File: src/rtl/simd_field_slicer_pkg.sv
package simd_field_slicer_pkg;

    localparam int unsigned LANE_W    = 8;
    localparam int unsigned NUM_LANES = 8;
    localparam int unsigned MODE_W    = 3;

    typedef enum logic [MODE_W-1:0] {
        EW_8  = 3'd0,
        EW_16 = 3'd1,
        EW_32 = 3'd2,
        EW_64 = 3'd3
    } elem_mode_e;

    function automatic logic mode_legal(input logic [MODE_W-1:0] m, input int unsigned n_modes);
        return 32'(m) < n_modes;
    endfunction

endpackage

File: src/rtl/simd_slot_mask.sv
module simd_slot_mask #(
    parameter int unsigned NUM_LANES = 8,
    parameter int unsigned MODE_W    = 3
) (
    input  logic [MODE_W-1:0]    mode_i,
    output logic [NUM_LANES-1:0] mask_o
);
    localparam int unsigned N_MODES = $clog2(NUM_LANES) + 1;

    typedef struct packed {
        logic [NUM_LANES-1:0] mask;
    } mask_st_t;

    mask_st_t m_d;

    always_comb begin
        m_d = '0;
        if (simd_field_slicer_pkg::mode_legal(mode_i, N_MODES)) begin
            for (int j = 0; j < NUM_LANES; j++) begin
                // a slot is live when it is the lowest lane of its element
                m_d.mask[j] = ((j & ((1 << mode_i) - 1)) == 0);
            end
        end
    end

    assign mask_o = m_d.mask;

    // slot 0 always starts an element in a legal mode
    always_comb begin
        if (simd_field_slicer_pkg::mode_legal(mode_i, N_MODES)) begin
            p_slot0_live_r4: assert (mask_o[0])
                else $error("slot 0 not live in legal mode");
            p_live_count_r3: assert ($countones(mask_o) == (NUM_LANES >> mode_i))
                else $error("live slot count mismatch");
        end else begin
            p_illegal_empty_r6: assert (mask_o == '0)
                else $error("illegal mode produced live slots");
        end
    end

endmodule

File: src/rtl/simd_slot_extract.sv
module simd_slot_extract #(
    parameter int unsigned LANE_W    = 8,
    parameter int unsigned SLICE_LO  = 3,
    parameter int unsigned SLICE_LEN = 3
) (
    input  logic [LANE_W-1:0]    lane_i,
    input  logic                 live_i,
    output logic [SLICE_LEN-1:0] field_o
);
    typedef struct packed {
        logic [SLICE_LEN-1:0] field;
    } ext_st_t;

    ext_st_t e_d;

    always_comb begin
        e_d = '0;
        if (live_i) begin
            e_d.field = lane_i[SLICE_LO +: SLICE_LEN];
        end
    end

    assign field_o = e_d.field;

    always_comb begin
        if (!live_i) begin
            p_pad_zero_r5: assert (field_o == '0)
                else $error("padding slot not zero");
        end
    end

endmodule

File: src/rtl/simd_field_slicer.sv
module simd_field_slicer #(
    parameter int unsigned LANE_W    = simd_field_slicer_pkg::LANE_W,
    parameter int unsigned NUM_LANES = simd_field_slicer_pkg::NUM_LANES,
    parameter int unsigned MODE_W    = simd_field_slicer_pkg::MODE_W,
    parameter int unsigned SLICE_LO  = 3,
    parameter int unsigned SLICE_LEN = 3
) (
    input  logic [LANE_W*NUM_LANES-1:0]    vec_i,
    input  logic [MODE_W-1:0]              mode_i,
    output logic [SLICE_LEN*NUM_LANES-1:0] slots_o,
    output logic [NUM_LANES-1:0]           valid_o
);
    localparam int unsigned VEC_W = LANE_W * NUM_LANES;
    localparam int unsigned OUT_W = SLICE_LEN * NUM_LANES;

    generate
        if (SLICE_LO + SLICE_LEN > LANE_W) begin : g_bad_field
            $error("field must lie inside one lane");
        end
    endgenerate

    typedef struct packed {
        logic [OUT_W-1:0]     slots;
        logic [NUM_LANES-1:0] valid;
    } top_st_t;

    logic [NUM_LANES-1:0] mask_w;
    logic [OUT_W-1:0]     field_w;
    top_st_t              t_d;

    simd_slot_mask #(
        .NUM_LANES (NUM_LANES),
        .MODE_W    (MODE_W)
    ) u_mask (
        .mode_i (mode_i),
        .mask_o (mask_w)
    );

    // the first lane of element k sits at lane index k*(W/LANE_W),
    // so slot j always draws from lane j when it is live
    for (genvar j = 0; j < NUM_LANES; j++) begin : g_slot
        simd_slot_extract #(
            .LANE_W    (LANE_W),
            .SLICE_LO  (SLICE_LO),
            .SLICE_LEN (SLICE_LEN)
        ) u_ext (
            .lane_i  (vec_i[j*LANE_W +: LANE_W]),
            .live_i  (mask_w[j]),
            .field_o (field_w[j*SLICE_LEN +: SLICE_LEN])
        );
    end

    always_comb begin
        t_d       = '0;
        t_d.valid = mask_w;
        t_d.slots = field_w;
    end

    assign slots_o = t_d.slots;
    assign valid_o = t_d.valid;

    always_comb begin
        p_slot0_src_r1: assert (!valid_o[0] || slots_o[SLICE_LEN-1:0] == vec_i[SLICE_LO +: SLICE_LEN])
            else $error("slot 0 data mismatch");
        if (valid_o == '0) begin
            p_empty_out_r6: assert (slots_o == '0)
                else $error("output not zero with empty mask");
        end
        if (valid_o == 8'h55) begin
            p_odd_pad_r2: assert ((slots_o & {NUM_LANES/2{{SLICE_LEN{1'b1}}, {SLICE_LEN{1'b0}}}}) == '0)
                else $error("odd slot not zero in 16-bit mode");
        end
    end

    logic unused_w;
    assign unused_w = ^VEC_W;

endmodule

File: config.mk
export PLATFORM = sky130hd
export DESIGN_NAME = simd_field_slicer
export DESIGN_NICKNAME = d
export VERILOG_FILES = /design/src/rtl/simd_field_slicer_pkg.sv /design/src/rtl/simd_slot_mask.sv /design/src/rtl/simd_slot_extract.sv /design/src/rtl/simd_field_slicer.sv
export SDC_FILE = /design/constraint.sdc
export NUM_CORES = 1
export LEC_CHECK = 0
export BUFFER_PORTS_ARGS = -buffer_cell sky130_fd_sc_hd__buf_2
export CORE_MARGIN = 2
export CORE_UTILIZATION = 22
export DETAILED_ROUTE_END_ITERATION = 12
export GPL_TIMING_DRIVEN = 0
export MAX_ROUTING_LAYER = met4
export PLACE_DENSITY = 0.95
export SETUP_SLACK_MARGIN = 0.4
export SLEW_MARGIN = 20
export SYNTH_ARGS = -nofsm -noshare
export SYNTH_HDL_FRONTEND = slang
export SYNTH_SLANG_ARGS = --single-unit
File: constraint.sdc
create_clock -name vclk -period 1.5
set_input_delay 0.15 -clock vclk [all_inputs]
set_output_delay 0.15 -clock vclk [all_outputs]
set_load 0.01 [all_outputs]
=== Word-level counts from Yosys, hierarchy flattened ===
Index checks and enable logic that the tools add are counted.

* Word-level logic and storage cells: 19
* Output and inout bits: 32
* Register bits after elaboration: 0
* Input port bits: 67

* Mux-type cells: 9
* Add/subtract/negate cells: 1
* Reductions and logical operators: 7
* Magnitude comparators: 1
* Shifts and indexed selects: 1

{| class="wikitable"
|+ Operator list
! kind !! count
|-
| $logic_not 32->1 || 7
|-
| $mux 3 || 8
|-
| $mux 8 || 1
|-
| $lt 3x3->1 const B || 1
|-
| $shl 1x3->3 const A || 1
|-
| $sub 3x2->3 const B || 1
|}

=== Logic depth before layout (Yosys ltp) ===
* Depth in word-level cells: 5
* Depth in mapped cells: 8

=== Cells and area by module ===
From an unflattened synthesis, not the netlist that was laid out.

* Cells, all modules: 41
* Area, all modules: 275.3 um^2

{| class="wikitable"
|+ Modules (own cells, without submodules)
! module !! sequential area each (um^2) !! cells an instance !! instances !! area each (um^2)
|-
| simd_slot_extract || 0.0 || 3 || 8 || 18.8
|-
| simd_slot_mask || 0.0 || 17 || 1 || 125.1
|}

=== Worst setup path before layout ===
No wires, ideal clock.

* Path type: input to output
* Start: in mode_i[2]
* End: out valid_o[4]
* Buffers on the path: 2
* Path slack: 0.072 ns
* Stages: 7
* Arrival: 1.278 ns
* Required time: 1.350 ns
* Cells stage by stage: nor3_2 inv_1 ha_1 xnor2_2 buf_6 nor2_1 buf_4

* Cells in the longest elaborated chain, start to end: 4
* Elaborated cells on any way between the ends: 5
* Those cells by class: add/sub (1); order compare (1); shift (1); mux (1); reduce/logical (1)

{| class="wikitable"
|+ RTL lines
! item !! line !! text
|-
| start: declaration || simd_field_slicer.sv:9 || <nowiki>input logic [MODE_W-1:0] mode_i,</nowiki>
|-
| $shl 1x3->3 || - ||
|-
| $sub 3x2->3 || - ||
|-
| $logic_not 32->1 || simd_slot_mask.sv:21 || <nowiki>m_d.mask[j] = ((j & ((1 << mode_i) - 1)) == 0);</nowiki>
|-
| $mux 8 (*) || simd_slot_mask.sv:18 || <nowiki>if (simd_field_slicer_pkg::mode_legal(mode_i, N_MODES)) begin</nowiki>
|-
| end: declaration || simd_field_slicer.sv:11 || <nowiki>output logic [NUM_LANES-1:0] valid_o</nowiki>
|}

Mark *: on every way between the ends. The rest lies on a longest branch, timed or not.

=== Worst setup path after layout ===
* Start: in mode_i[2]
* End: out valid_o[6]

Same word-level chain as after synthesis.

==> results_dict.tcl <==
set metrics [dict create \
    status "complete, but fails checks" \
    violations "setup timing" \
    postSynthCellCount 55 \
    cp_max_fo 5 \
    drv_slew 0 \
    grt_overflow 0 \
    seq_area_frac_synth_pct 0 \
    max_freq_mhz 661 \
    final_area_mm2 0.00108 \
    holdCritPathClass "input pin to output pin" \
    period_needed_ns 1.51 \
    place_area_um2 754 \
    start_kind "input pin" \
    antenna_found_initial 0 \
    drtPass1Iterations 2 \
    start_util_pct 22.7 \
    synth.top_cell.area_share_pct 19.5 \
    via_count 608 \
    die_area_mm2 0.00210 \
    worstPathArrival_ns 1.36 \
    final_common_cell "buf_2" \
    critPathCaptureType "output pin" \
    core_mm2 0.00169 \
    p_leak_nw 0.571 \
    synth_nets 124 \
    ir_drop_uv 110 \
    drive_gt1_share_pct 85.8 \
    power_density_mw_per_mm2 241 \
    holdWs_ns 0.583 \
    grt_max_degree 10 \
    antenna_cells 0 \
    worst_pin_slew_ns 0.267 \
    slowest_delay_ns 0.19 \
    fin_ws_ns -0.0122 \
    rsz0062_at_grt "true" \
    synth.avg_cell_area_um2 6.98 \
    die-height_um 45.8 \
    synth_top_cells_by_area "and2_1 20%, buf_4 16%, nor3_2 13%, nor2b_1 8.1%, nand2_1 6.8%" \
    worstPathRequired_ns 1.35 \
    setup_viol 3 \
    critPathBufInv 5 \
    grt_pass1_vias 560 \
    die_w_um 45.8 \
    layout_common_cells "42 x buf_2, 23 x buf_6, 14 x buf_4, 7 x and2_4, 5 x and2_1" \
    crit_path_top_delay_cell "xnor2_4" \
    drt_first_iter_violations 3 \
    drv_cap 0 \
    drcViolationCount 0 \
    rows 15 \
    maxSlewHeadroom_pct 82.1 \
    track_usage_pct 14.1 \
    ys_warn_count 0 \
    area_growth_syn_to_layout_pct 182 \
    nFlopsAndLatches 0 \
    netlist_area_um2 384 \
    via_per_inst 4.22 \
    hold_viol 0 \
    port_buffers 59 \
    wire_per_inst_um 10.4 \
    path_class "input pin to output pin" \
    synth_cell_type_count 15 \
    ios 99 \
    grt_pass1_wl_um 2240 \
    worstPathCellList "buf_12 > buf_12 > nor2_4 > nand2_4 > ha_4 > xnor2_4 > buf_6 > nor3_2 > buf_4 > buf_6" \
    gp_congestion 0.612 \
    seq_area_um2 0 \
    yosysTopAreaCell "and2_1" \
    hpwl_um 1080 \
    crit_family "buffers and inverters" \
    wl_um 1500 \
    finalCritPeriodShare_pct 101 \
    nNetsFinal 198 \
    postRouteAntennaNets 0 \
    nClkBuffers 0 \
]
==> cells in the mapped netlist (all sizes together) <==
cell type / count
nand2b: 1
nor4: 1
nand2: 7
buf: 10
ha: 2
nor3b: 3
and2: 12
xnor2: 1
inv: 2
nor3: 5
nor2: 6
nor2b: 5
==> cells by family after synthesis <==
logic type | synth area share, %
xor+xnor | 4.24
fa+ha+maj | 6.51
buf+inv | 21.8
simple gates | 67.4
==> stage by stage <==
stage	cells	setup WS [ns]	total power [mW]	setup TNS [ns]	utilization (%)
global placement	131	-0.228	0.169	-2.13	44.7
CTS	140	-0.0243	0.243	-0.0731	58.7
floorplan	55	0.198	0.102	0	-
finish	144	-0.0122	0.261	-0.0209	64.1
global route	144	-0.0821	0.280	-0.561	64.1
detailed placement	131	-0.266	0.175	-3.69	44.7
==> tightest hold or removal path, cell delays in order <==
cell and delay (ns):
buf_2 0.07, and2_1 0.10, buf_2 0.12
==> area by class of cell <==
type,count,area (um2)
repair buffers,72,536
multi-input cells,43,419
plain buffers,10,98.8
inverters,2,7.51
fillers,149,607
well taps,17,21.3
==> power by group <==
group          switching, mW  total [mW]  leakage [nW]  internal (mW)
clock network              0           0             0              0
registers                  0           0             0              0
logic                  0.107       0.261         0.571          0.154
==> per-layer routing <==
layer  vias to the layer above  share of wire, %  routed length (um)  global-route usage, %
met5                         -                 0                   0                      -
met4                         0                 0                   0                      0
met3                         0               6.4                  96                      0
met2                        30                61                 915                   30.4
met1                       268                33                 488                   14.7
li1                        310                 -                   -                      -
==> repair_timing <==
item | CTS | global route
gates cloned | 1 | 0
pin swaps | 19 | 12
hold buffers | 0 | 0
setup buffers | 8 | 4
resized for setup | 35 | 15
setup endpoints to repair | 24 | 28
==> worst paths after layout <==
path | cells after the start | startpoint | end | slack [ns]
setup / recovery | 10 | mode_i[2] | valid_o[6] | -0.01
hold / removal | 3 | vec_i[44] | slots_o[16] | 0.58
Power figures use the tool's default switching activity.
